--- src/rtl/disp_cmd_pkg.sv ---
package disp_cmd_pkg;

    // What a fully received command does to the configuration
    typedef enum logic [2:0] {
        ACT_COLS,
        ACT_ROWS,
        ACT_ORIENT,
        ACT_DISCARD,
        ACT_UNKNOWN
    } cmd_act_e;

endpackage

--- src/rtl/disp_opc_decode.sv ---
module disp_opc_decode
    import disp_cmd_pkg::*;
#(
    parameter int ARG_MAX = 8,
    localparam int CNTW = $clog2(ARG_MAX + 1)
) (
    input  logic [7:0]      opcode,
    output cmd_act_e        act,
    output logic [CNTW-1:0] nargs
);

    always_comb begin
        act   = ACT_DISCARD;
        nargs = '0;
        case (opcode)
            8'h15: begin act = ACT_COLS;   nargs = CNTW'(2); end
            8'h75: begin act = ACT_ROWS;   nargs = CNTW'(2); end
            8'hA0: begin act = ACT_ORIENT; nargs = CNTW'(1); end
            8'h81, 8'hA1, 8'hA2, 8'hA8, 8'hAD,
            8'hB1, 8'hB2, 8'hB3, 8'hBC, 8'hBE, 8'hBF:
                nargs = CNTW'(1);
            8'hB8:
                nargs = CNTW'(ARG_MAX);
            8'h84, 8'h85, 8'h86, 8'hA4, 8'hA5, 8'hA6, 8'hA7,
            8'hAE, 8'hAF, 8'hE3, 8'hFF:
                nargs = '0;
            default: act = ACT_UNKNOWN;
        endcase
    end

endmodule

--- src/rtl/disp_pix_fwd.sv ---
module disp_pix_fwd #(
    parameter int DW = 8
) (
    input  logic          clk,
    input  logic          rst_n,
    input  logic          in_valid,
    input  logic [DW-1:0] in_byte,
    output logic          out_valid,
    output logic [DW-1:0] out_byte
);

    typedef struct packed {
        logic          vld;
        logic [DW-1:0] dat;
    } pix_st_t;

    pix_st_t st_d, st_q;

    always_comb begin
        st_d     = st_q;
        st_d.vld = in_valid;
        if (in_valid)
            st_d.dat = in_byte;
    end

    always_ff @(posedge clk or negedge rst_n) begin
        if (!rst_n) st_q <= '0;
        else        st_q <= st_d;
    end

    assign out_valid = st_q.vld;
    assign out_byte  = st_q.dat;

    // the strobe follows an accepted byte by exactly one clock
    assert_pix_follows_R2: assert property (@(posedge clk) disable iff (!rst_n)
        $past(in_valid) |-> (out_valid && out_byte == $past(in_byte)));

endmodule

--- src/rtl/disp_cmd_parser.sv ---
module disp_cmd_parser
    import disp_cmd_pkg::*;
#(
    parameter int COLS    = 64,
    parameter int ROWS    = 80,
    parameter int ARG_MAX = 8,
    localparam int CW   = $clog2(COLS),
    localparam int RW   = $clog2(ROWS),
    localparam int CNTW = $clog2(ARG_MAX + 1),
    localparam int IDXW = $clog2(ARG_MAX)
) (
    input  logic          clk,
    input  logic          rst_n,
    input  logic          byte_valid,
    input  logic [7:0]    byte_in,
    input  logic          sel_data,
    output logic          pix_valid,
    output logic [7:0]    pix_byte,
    output logic          win_load,
    output logic [CW-1:0] col_first,
    output logic [CW-1:0] col_last,
    output logic [RW-1:0] row_first,
    output logic [RW-1:0] row_last,
    output logic [7:0]    orient,
    output logic          vert_inc
    ,
    output logic          cmd_err
);

    typedef struct packed {
        logic                      busy;
        cmd_act_e                  act;
        logic [CNTW-1:0]           cnt;
        logic [CNTW-1:0]           need;
        logic [ARG_MAX-1:0][7:0]   args;
        logic [CW-1:0]             cs;
        logic [CW-1:0]             ce;
        logic [RW-1:0]             rs;
        logic [RW-1:0]             re;
        logic [7:0]                orient;
        logic                      win;
        logic                      err;
    } prs_st_t;

    prs_st_t st_d, st_q;

    cmd_act_e        dec_act;
    logic [CNTW-1:0] dec_nargs;
    logic [CNTW-1:0] cnt_inc;

    disp_opc_decode #(.ARG_MAX(ARG_MAX)) u_dec (
        .opcode (byte_in),
        .act    (dec_act),
        .nargs  (dec_nargs)
    );

    disp_pix_fwd #(.DW(8)) u_pix (
        .clk       (clk),
        .rst_n     (rst_n),
        .in_valid  (byte_valid && sel_data),
        .in_byte   (byte_in),
        .out_valid (pix_valid),
        .out_byte  (pix_byte)
    );

    function automatic logic [CW-1:0] col_wrap(input logic [7:0] v);
        return CW'(32'(v) % COLS);
    endfunction

    function automatic logic [RW-1:0] row_wrap(input logic [7:0] v);
        return RW'(32'(v) % ROWS);
    endfunction

    assign cnt_inc = st_q.cnt + CNTW'(1);

    always_comb begin
        st_d     = st_q;
        st_d.win = 1'b0;
        st_d.err = 1'b0;
        if (sel_data) begin
            // data mode drops any half-received command
            st_d.busy = 1'b0;
            st_d.cnt  = '0;
        end else if (byte_valid) begin
            if (!st_q.busy) begin
                if (dec_act == ACT_UNKNOWN) begin
                    st_d.err = 1'b1;
                end else if (dec_nargs != '0) begin
                    st_d.busy = 1'b1;
                    st_d.cnt  = '0;
                    st_d.need = dec_nargs;
                    st_d.act  = dec_act;
                end
            end else begin
                st_d.args[st_q.cnt[IDXW-1:0]] = byte_in;
                st_d.cnt = cnt_inc;
                if (cnt_inc == st_q.need) begin
                    st_d.busy = 1'b0;
                    st_d.cnt  = '0;
                    case (st_q.act)
                        ACT_COLS: begin
                            st_d.cs  = col_wrap(st_q.args[0]);
                            st_d.ce  = col_wrap(byte_in);
                            st_d.win = 1'b1;
                        end
                        ACT_ROWS: begin
                            st_d.rs  = row_wrap(st_q.args[0]);
                            st_d.re  = row_wrap(byte_in);
                            st_d.win = 1'b1;
                        end
                        ACT_ORIENT: st_d.orient = byte_in;
                        default: ;
                    endcase
                end
            end
        end
    end

    always_ff @(posedge clk or negedge rst_n) begin
        if (!rst_n) begin
            st_q        <= '0;
            st_q.act    <= ACT_DISCARD;
            st_q.ce     <= CW'(COLS - 1);
            st_q.re     <= RW'(ROWS - 1);
        end else begin
            st_q <= st_d;
        end
    end

    assign win_load  = st_q.win;
    assign cmd_err   = st_q.err;
    assign col_first = st_q.cs;
    assign col_last  = st_q.ce;
    assign row_first = st_q.rs;
    assign row_last  = st_q.re;
    assign orient    = st_q.orient;
    assign vert_inc  = st_q.orient[2];

    // row window stays inside the row count
    assert_row_range_R4: assert property (@(posedge clk) disable iff (!rst_n)
        (32'(row_first) < ROWS) && (32'(row_last) < ROWS));

    // a window load needs opcode plus two arguments, so never back to back
    assert_win_single_R3: assert property (@(posedge clk) disable iff (!rst_n)
        win_load |=> !win_load);

    // a window can only load from a command byte seen the cycle before
    assert_win_from_cmd_R11: assert property (@(posedge clk) disable iff (!rst_n)
        win_load |-> ($past(byte_valid) && !$past(sel_data)));

    // while pixel bytes stream, configuration stays put
    assert_cfg_stable_R2: assert property (@(posedge clk) disable iff (!rst_n)
        pix_valid |-> ($stable(orient) && $stable(col_first) && $stable(row_first)
                       && !win_load && !cmd_err));

    // the error pulse only follows an opcode byte
    assert_err_from_cmd_R10: assert property (@(posedge clk) disable iff (!rst_n)
        cmd_err |-> ($past(byte_valid) && !$past(sel_data)));

    // the argument counter stays below the pending count
    assert_cnt_bound_R8: assert property (@(posedge clk) disable iff (!rst_n)
        st_q.busy |-> (st_q.cnt < st_q.need));

endmodule

--- config.mk ---
export PLATFORM = sky130hd
export DESIGN_NAME = disp_cmd_parser
export DESIGN_NICKNAME = d
export VERILOG_FILES = /design/src/rtl/disp_cmd_pkg.sv /design/src/rtl/disp_opc_decode.sv /design/src/rtl/disp_pix_fwd.sv /design/src/rtl/disp_cmd_parser.sv
export SDC_FILE = /design/constraint.sdc
export NUM_CORES = 1
export LEC_CHECK = 0
export BUFFER_PORTS_ARGS = -buffer_cell sky130_fd_sc_hd__buf_2
export CAP_MARGIN = 40
export CORE_MARGIN = 8
export CORE_UTILIZATION = 44
export CTS_CLUSTER_DIAMETER = 60
export DETAILED_ROUTE_END_ITERATION = 6
export MAX_ROUTING_LAYER = met4
export PLACE_DENSITY_LB_ADDON = 0.2
export RECOVER_POWER = 100
export SYNTH_ARGS = -nofsm -noshare
export SYNTH_HDL_FRONTEND = slang
export SYNTH_SLANG_ARGS = --single-unit
--- constraint.sdc ---
create_clock -name clk -period 3 [get_ports clk]
set_input_delay 0.15 -clock clk [delete_from_list [all_inputs] [get_ports clk]]
set_output_delay 0.15 -clock clk [all_outputs]
set_load 0.02 [all_outputs]
==> flow_summary.toml, run 1 <==
[route]
viasPerCell = 5.30
drt_wl_total_um = 7450
drcViolationCount = 0
ant_nets = 0
firstDrtPassIters = 4
wl_per_cell_um = 16.6
vias = 2373
drt-initial-drc-count = 90

[finish]
layout.cells.non_filler = 448
fillers = 831
multi_input_area_sq_um = 1490
nNetsFinal = 353
drive_gt1_share_pct = 21.0
syn_to_final_growth_pct = 3.54
final_util_pct = 46.2
antennaDiodeCount = 0
area.sequential_sq_um = 1620

[logic_synthesis]
synth_edf_count = 0
syn-num-nets = 333
yosys-top-cells-area = "dfrtp_1 35%, dfstp_2 9.5%, mux2_4 8.7%, buf_4 7.3%, mux2_2 6.9%"
synth.avg_cell_area_sq_um = 11.3
ys_types = 63
synth.ff_latch_count = 64
async_flop_share_pct = 100
syn_area_sq_um = 3610
yosysWarnings = 0
ys_seq_area_share_pct = 44.8
synth_cells = 318
synth_top_area_share_pct = 35.4
synth_flop_cell = "dfrtp_1"
yosysTopAreaCell = "dfrtp_1"

[min_path]
hold_path.class = "in2reg"
holdCritStartpoint = "byte_valid"

[floorplanning]
start_util_pct = 44.6
die_x_um = 107
num_rows = 33
die_area_sq_um = 11400
die_h_um = 107
core_area_sq_um = 8090
ios = 58

[setup_path]
critPathKind = "reg2reg"
critical_path_peak_fanout = 14
ff2ff_setup_slack_ns = 0.61
endpoint_kind = "register"
start_kind = "register"
critPathRequiredTime_ns = 3.22
r2r-start = "st_q[104]"
cp-startpoint = "st_q[104]"
critPathArrivalTime_ns = 2.61

[pwr]
finalPower_mw = 2.14
p_leak_nw = 1.68
p_per_area_nw_per_um2 = 574
ir_worst_vdd_uv = 301

[sta]
finalSetupViolations = 0
fin_setup_tns_ns = 0
hold_ws_ns = 0.0859
min_period_over_period_pct = 79.7
finalClockSkew_ns = 0.00830
rsz0062_at_grt = "no"
max_slew_margin_pct = -8.48
tightest_slew_ns = 1.63
fmax_ghz = 0.418
hold_viol_final = 0
maxSlewViolCount = 32
min_period_ns = 2.39

[status]
outcome = "finished, violations left"
violations = "max-capacitance violations, max-slew violations"

[run]
drv_cap = 1

[global_route]
grt_pass1_wl_um = 12400
grt-ovfl-total = 0
grt_pass1_vias = 2427
grtUsageTotal_pct = 14.2
grt_max_degree = 32
antenna_found_initial = 0

[cts]
post_cts_resized = 0
post_cts_buffers = 0
ctsHoldBuffers = 1
cts_tree = "yes"
cts_htree_levels = 3
clock-sinks = 64
ctsLongestPathBuffers = 2
clock_latency_ns = 0.35
clk_pin_slew_ns = 0.07
cts_made_buffers = 9
clockRootBuffer = "clkbuf_8"

[placement]
place_congestion = 0.822
port_buffers = 57
place_hpwl_um = 5290
dp_cells = 431
[worst paths after layout]
| check | end | cells past startpoint |
|---|---|---|
| setup reg to reg | row_first[4] | 5 |
| hold reg to reg | col_first[2] | 1 |
| min in group asynchronous | row_first[2] | 2 |
| max in group asynchronous | orient[7] | 3 |
| hold / removal | st_q[106] | 2 |
| setup / recovery | row_first[4] | 5 |
[power by group]
part           switching, mW  total, mW  internal, mW
Clock                  0.354      0.823         0.469
Combinational          0.178      0.311         0.134
Sequential            0.0730       1.01         0.937
Total                  0.605       2.14          1.54
[layout make-up]
cell class	count	share of cell area, %
clock buffers	9	3.32
repair buffers	60	6.53
multi-input cells	193	39.8
inverters	10	1.00
flip-flops and latches	64	43.3
well taps	105	3.52
clock inverters	7	2.55
[cell usage in the layout, fill, tap and decap left out, types with 2 or more instances in the layout]
cell type,count
nor2b_1,8
clkbuf_1,49
nor3b_1,2
a22o_1,2
buf_2,9
bufinv_16,2
and3_1,3
mux2_1,21
xnor2_1,2
o21ai_0,16
a211oi_2,2
nand3_2,2
nor3_1,3
dfstp_2,13
nor2_1,8
a211oi_1,3
nor4_1,5
dfrtp_1,51
a32oi_1,3
nand2_1,23
or4_1,2
nand2b_1,5
a31oi_1,3
nand4_1,3
or2_2,4
a311oi_1,3
ha_1,3
inv_1,10
clkbuf_8,9
a21oi_1,4
mux2_2,22
nand3_1,7
o211ai_1,2
clkinv_2,2
nor4b_1,3
xor2_1,2
and2_1,2
[through the flow]
stage	cell area (sq um)	worst slack (ns)
CTS	3910	0.512
floorplan	3610	0.898
detailed placement	3680	0.515
global route	3740	0.344
finish	3740	0.610
global placement	3680	0.570
[worst max-delay path, stage by stage (launching register included)]
cell and delay (ns):
dfrtp_1 0.45, ha_1 0.35, xor2_1 0.20, nor4_4 0.39, nand3_2 0.43, mux2_1 0.45
[layer usage]
metal / share of wire, % / wire length (um) / GRT usage (%) / vias to the layer above
met2: 45 / 3330 / 21.2 / 55
met1: 49 / 3670 / 18.3 / 1158
li1: - / - / - / 1151
met4: 1.5 / 115 / 5.53 / 0
met3: 4.5 / 334 / 3.39 / 9
met5: 0 / 0 / - / -
[Yosys cell counts, drive strengths merged, types with 4 or more instances]
| cell type | number |
|---|---|
| a211oi | 5 |
| a21oi | 4 |
| buf | 43 |
| clkbuf | 8 |
| dfrtp | 51 |
| dfstp | 13 |
| inv | 10 |
| mux2 | 43 |
| nand2 | 23 |
| nand2b | 5 |
| nand3 | 9 |
| nor2 | 8 |
| nor2b | 8 |
| nor4 | 6 |
| nor4b | 4 |
| o21ai | 16 |
| or2 | 6 |
[kinds of logic after synthesis]
| group | Yosys count | synth area share, % |
|---|---|---|
| adder cells (fa/ha/maj) | 3 | 1.04 |
| AND/OR/NAND/NOR | 91 | 15.8 |
| XOR/XNOR | 5 | 1.60 |
| multiplexers | 44 | 15.9 |
| buffers and inverters | 61 | 11.0 |
| AO/OA/AOI/OAI | 50 | 9.85 |
| flip-flops | 64 | 44.8 |
Note: power is estimated with default switching activity, not from simulation.
==> run 2: changes to the inputs <==
Settings changed: ABC_AREA from default to 1.
Clock period 3 ns to 2.4 ns, I/O delays scaled along.
==> run 2 against run 1 <==
  * The flow still finishes with violations (max-capacitance violations, max-slew violations)
  * Total power increased by 16%
  * Critical path depth is 3 higher
  * Sequential power increased by 19%
  * Die area fell by 2.7%
  * Non-clock buffer count up 1
  * Worst hold slack got worse by 0.028 ns
  * Critical path type unchanged
  * Critical endpoint is now col_first[4]
  * Largest cell class unchanged
  * Largest power group unchanged
==> flow_summary.toml, run 2 <==
[setup_path]
critical_path_peak_fanout = 16
endpoint_kind = "register"
start_kind = "register"
critPathKind = "reg2reg"
critPathRequiredTime_ns = 2.62
critPathArrivalTime_ns = 2.36
worst-r2r-cell-count = 8

[logic_synthesis]
async_flop_share_pct = 100
synth_edf_count = 0
synth_flop_cell = "dfrtp_1"
yosysTopAreaCell = "dfrtp_1"
syn-num-nets = 465
ys_top_cells_by_count = "170 x nand2_1, 51 x dfrtp_1, 49 x o21ai_0"
synth_cells = 450
synth.ff_latch_count = 64
synth_top_area_share_pct = 36.5
yosysMostFrequentCell = "nand2_1"
syn_area_sq_um = 3490
yosys-top-cells-area = "dfrtp_1 37%, nand2_1 18%, dfstp_2 9.8%, buf_4 7.3%, o21ai_0 7.0%"
ys_seq_area_share_pct = 46.3
ys_types = 32
synth.avg_cell_area_sq_um = 7.77
yosysWarnings = 0

[global_route]
antenna_found_initial = 0
grt_max_degree = 32
grt_pass1_vias = 2821
grt-ovfl-total = 0
grt_pass1_wl_um = 13400
grtUsageTotal_pct = 15.4

[finish]
drive_gt1_share_pct = 10.6
syn_to_final_growth_pct = 6.80
antennaDiodeCount = 0
nNetsFinal = 491
final_cell_mix = "172 x nand2_1, 51 x dfrtp_1, 51 x clkbuf_1"
fin_area_sq_um = 3730
layout_commonest_cell = "nand2_1"

[cts]
cts_made_buffers = 9
post_cts_resized = 0
ctsLongestPathBuffers = 2
clk_pin_slew_ns = 0.07
clock-sinks = 64
cts_htree_levels = 3
cts_tree = "yes"
clockRootBuffer = "clkbuf_8"
clock_latency_ns = 0.34

[floorplanning]
start_util_pct = 45.2
die_h_um = 105
num_rows = 32
die_area_sq_um = 11100
die_x_um = 105
core_area_sq_um = 7730
ios = 58

[sta]
finalSetupViolations = 0
rsz0062_at_grt = "no"
fmax_ghz = 0.467
min_period_ns = 2.14
max_slew_margin_pct = -6.05
fin_setup_tns_ns = 0
maxSlewViolCount = 32
finalClockSkew_ns = 0.0121
min_period_over_period_pct = 89.3
tightest_slew_ns = 1.59
hold_viol_final = 0

[route]
wl_per_cell_um = 13.8
drt_wl_total_um = 8040
vias = 2837
ant_nets = 0
viasPerCell = 4.87
drcViolationCount = 0
drt-initial-drc-count = 106
firstDrtPassIters = 4

[placement]
port_buffers = 57
placed_cell_area_sq_um = 3610
place_hpwl_um = 5990
place_congestion = 0.872

[pwr]
p_leak_nw = 1.97
p_per_area_nw_per_um2 = 668
ir_worst_vdd_uv = 246

[min_path]
hold_path.class = "in2reg"
min_path_cells = 3

[status]
outcome = "finished, violations left"
violations = "max-capacitance violations, max-slew violations"

[run]
drv_cap = 1
run 2: worst max-delay path: stages, from the launching register on:
cell,delay (ns)
dfrtp_1,0.44
ha_1,0.34
xnor2_1,0.15
nand2_1,0.06
nor2_1,0.20
nand4_4,0.27
clkbuf_2,0.28
o21ai_0,0.20
nand2_1,0.07
run 2: timing repair:
| action | CTS | global route |
|---|---|---|
| hold buffers | 1 | 0 |
| buffers inserted | 0 | 0 |
| hold endpoints to repair | 20 | 0 |
run 2: logic make-up (layout without fill, tap and decap cells):
group	after synthesis	count (layout)	synth area share (%)
compound gates	57	57	8.23
xor+xnor	6	6	1.72
fa+ha+maj	3	3	1.07
buf+inv	81	112	13.0
flops	64	64	46.3
simple gates	239	239	29.7
run 2: power breakdown:
group / internal [mW] / switching (mW) / total, mW
logic: 0.0982 / 0.258 / 0.356
clock network: 0.534 / 0.401 / 0.935
registers: 1.15 / 0.0536 / 1.20
run 2: worst paths after layout:
kind | from | slack, ns | to
max | st_q[104] | 0.26 | col_first[4]
min | byte_in[6] | 0.06 | orient[6]
max reg2reg | st_q[104] | 0.26 | col_first[4]
min reg2reg | col_last[0] | 0.48 | col_last[0]
max in group asynchronous | rst_n | 0.53 | st_q[109]
min in group asynchronous | rst_n | 0.71 | row_first[6]
run 2: per-layer routing:
layer / track usage (%) / wire, um / vias to the layer above
met5: - / 0 / -
met4: 5.91 / 102 / 0
met3: 5.16 / 556 / 7
met2: 21.7 / 3380 / 73
met1: 19.9 / 4000 / 1326
li1: - / - / 1431
run 2: area by class of cell:
type,count,area (sq um)
Clock inverter,3,40.0
Timing Repair Buffer,61,251
Multi-Input combinational cell,305,1410
Sequential cell,64,1620
Inverter,35,131
Tap cell,102,128
Clock buffer,13,159
Fill cell,806,4000
run 2: metrics by stage:
stage,instances,power [mW],hold slack (ns),setup slack (ns),utilization (%)
floorplan,450,1.46,-0.176,0.573,-
global placement,566,1.58,0.191,0.375,46.7
detailed placement,566,1.59,0.193,0.311,46.7
CTS,583,2.53,0.0490,0.304,49.4
global route,583,2.62,0.0520,0.0955,48.3
finish,583,2.49,0.0577,0.258,48.3
==> run 3: changes to the inputs <==
Settings changed: BUFFER_PORTS_ARGS -buffer_cell sky130_fd_sc_hd__buf_2 to default, DONT_BUFFER_PORTS from default to 1.
==> run 3 against run 2 <==
  * The flow still finishes with violations (max-capacitance violations, max-slew violations)
  * Largest power group unchanged
  * Critical path type unchanged
  * Via count is 6.0% lower
  * Die area unchanged
  * Flip-flop and latch count unchanged
  * Non-clock buffer count is 49 lower
  * Clock-buffer cell count increased by 3
  * Critical endpoint is now orient[2]
  * Largest cell class unchanged
  * Utilization decreased by 2.2 points
==> flow_summary.toml, run 3 (same netlist as run 2, synthesis figures left out) <==
[global_route]
grt-ovfl-total = 0
grt_max_degree = 65
grt_pass1_vias = 2563
grt_pass1_wl_um = 13800
grtUsageTotal_pct = 16.2
antenna_found_initial = 0

[sta]
max_slew_margin_pct = -4.26
fin_setup_tns_ns = 0
hold_viol_final = 0
min_period_over_period_pct = 89.4
min_period_ns = 2.15
finalClockSkew_ns = 0.00723
maxSlewViolCount = 65
rsz0062_at_grt = "no"
tightest_slew_ns = 1.56
fmax_ghz = 0.466
finalSetupViolations = 0

[pwr]
power_frac_comb_pct = 13.3
p_per_area_nw_per_um2 = 666
cell_internal_pwr_mw = 1.67
seqPwrFrac_pct = 51.7
p_leak_nw = 1.90
power.switching_uw = 699
swShare_pct = 29.5
clockPowerShare_pct = 35.0
finalPower_mw = 2.37
ir_worst_vdd_uv = 285

[setup_path]
start_kind = "register"
path_cells = "ha_1 -> xnor2_1 -> nand2_1 -> nor2_1 -> nand2_1 -> inv_1 -> nand3_1 -> nand2_1 -> nand2_1"
endpoint_kind = "register"
ff2ff_setup_slack_ns = 0.25
worst-r2r-cell-count = 9
cp_common_cell = "nand2_1"
slowest_stage = "dfrtp_1"
max_stage_delay_ns = 0.44
critPathRequiredTime_ns = 2.63
critical_path_peak_fanout = 8
critPathArrivalTime_ns = 2.37
worstReg2RegEnd = "orient[2]"
critPathKind = "reg2reg"
r2r-start = "st_q[104]"

[route]
drt-initial-drc-count = 127
ant_nets = 0
vias = 2668
drt_wl_total_um = 8200
firstDrtPassIters = 4
wl_per_cell_um = 15.4
viasPerCell = 5.00
drcViolationCount = 0

[finish]
final_util_pct = 46.1
nNetsFinal = 442
final_cell_mix = "172 x nand2_1, 51 x o21ai_0, 51 x dfrtp_1"
antennaDiodeCount = 0
drive_gt1_share_pct = 6.25
syn_to_final_growth_pct = 2.01
layout_commonest_cell = "nand2_1"

[min_path]
holdCritStartpoint = "byte_in[2]"
min_path_cells = 2
hold_path.class = "in2reg"

[status]
outcome = "finished, violations left"
violations = "max-capacitance violations, max-slew violations"

[cts]
clock_latency_ns = 0.34
ctsLongestPathBuffers = 2
cts_made_buffers = 9
clk_pin_slew_ns = 0.07
clockRootBuffer = "clkbuf_8"
cts_tree = "yes"
cts_htree_levels = 3
clock-sinks = 64
post_cts_resized = 0

[floorplanning]
ios = 58
num_rows = 32
start_util_pct = 45.2
die_x_um = 105
die_area_sq_um = 11100
core_area_sq_um = 7730
die_h_um = 105

[placement]
port_buffers = 0
place_congestion = 0.827
place_hpwl_um = 5630

[run]
drv_cap = 1
==> run 3: power by group through the flow <==
stage / Sequential, mW / Clock, mW / Combinational [mW]
after floorplan: 1.23 / 0 / 0.237
after global placement: 1.25 / 0 / 0.264
after detailed placement: 1.25 / 0 / 0.276
after CTS: 1.23 / 0.856 / 0.325
after global routing: 1.24 / 0.906 / 0.368
final: 1.23 / 0.832 / 0.315
==> run 3: layer usage <==
metal	vias to the layer above	routed length, um	GRT usage [%]
met3	11	799	4.79
met1	1241	4040	22.8
met4	0	110	6.52
li1	1336	-	-
met5	-	0	-
met2	80	3250	21.1
==> run 3: worst max-delay path: cells and delay by family, from the launching register on <==
| family | cells | cell delay [ns] |
|---|---|---|
| adders and majority gates | 1 | 0.34 |
| buffers and inverters | 1 | 0.11 |
| DFF | 1 | 0.44 |
| and+or+nand+nor | 6 | 0.97 |
| xor gates and xnor gates | 1 | 0.17 |
==> run 3: repair_timing <==
action                    CTS  global route
hold buffers               11             0
setup buffers               0             0
hold endpoints to repair   87             0
==> run 3: area by class of cell <==
type | count | area [sq um]
clock buffers | 16 | 170
fillers | 752 | 4160
inverters | 35 | 131
multi-input cells | 305 | 1410
flip-flops and latches | 64 | 1620
well taps | 102 | 128
repair buffers | 12 | 113
==> run 3: worst max-delay path by stage <==
stage               startpoint            to  slack (ns)
global route         st_q[104]  col_first[1]        0.04
finish               st_q[104]     orient[2]        0.25
detailed placement   st_q[104]  col_first[3]        0.28
floorplan            st_q[104]  col_first[0]        0.57
CTS                  st_q[104]  col_first[3]        0.26
global placement     st_q[104]  row_first[3]        0.38
==> run 3: per-stage QoR <==
stage	worst slack [ns]	std cells	instance area, sq um	hold slack, ns
3_5_place_dp	0.284	507	3310	-0.174
3_3_place_gp	0.377	507	3310	-0.173
6_report	0.255	534	3560	0.0388
4_1_cts	0.256	534	3600	0.0136
5_1_grt	0.0412	534	3560	0.0293
2_1_floorplan	0.573	450	3490	-0.176
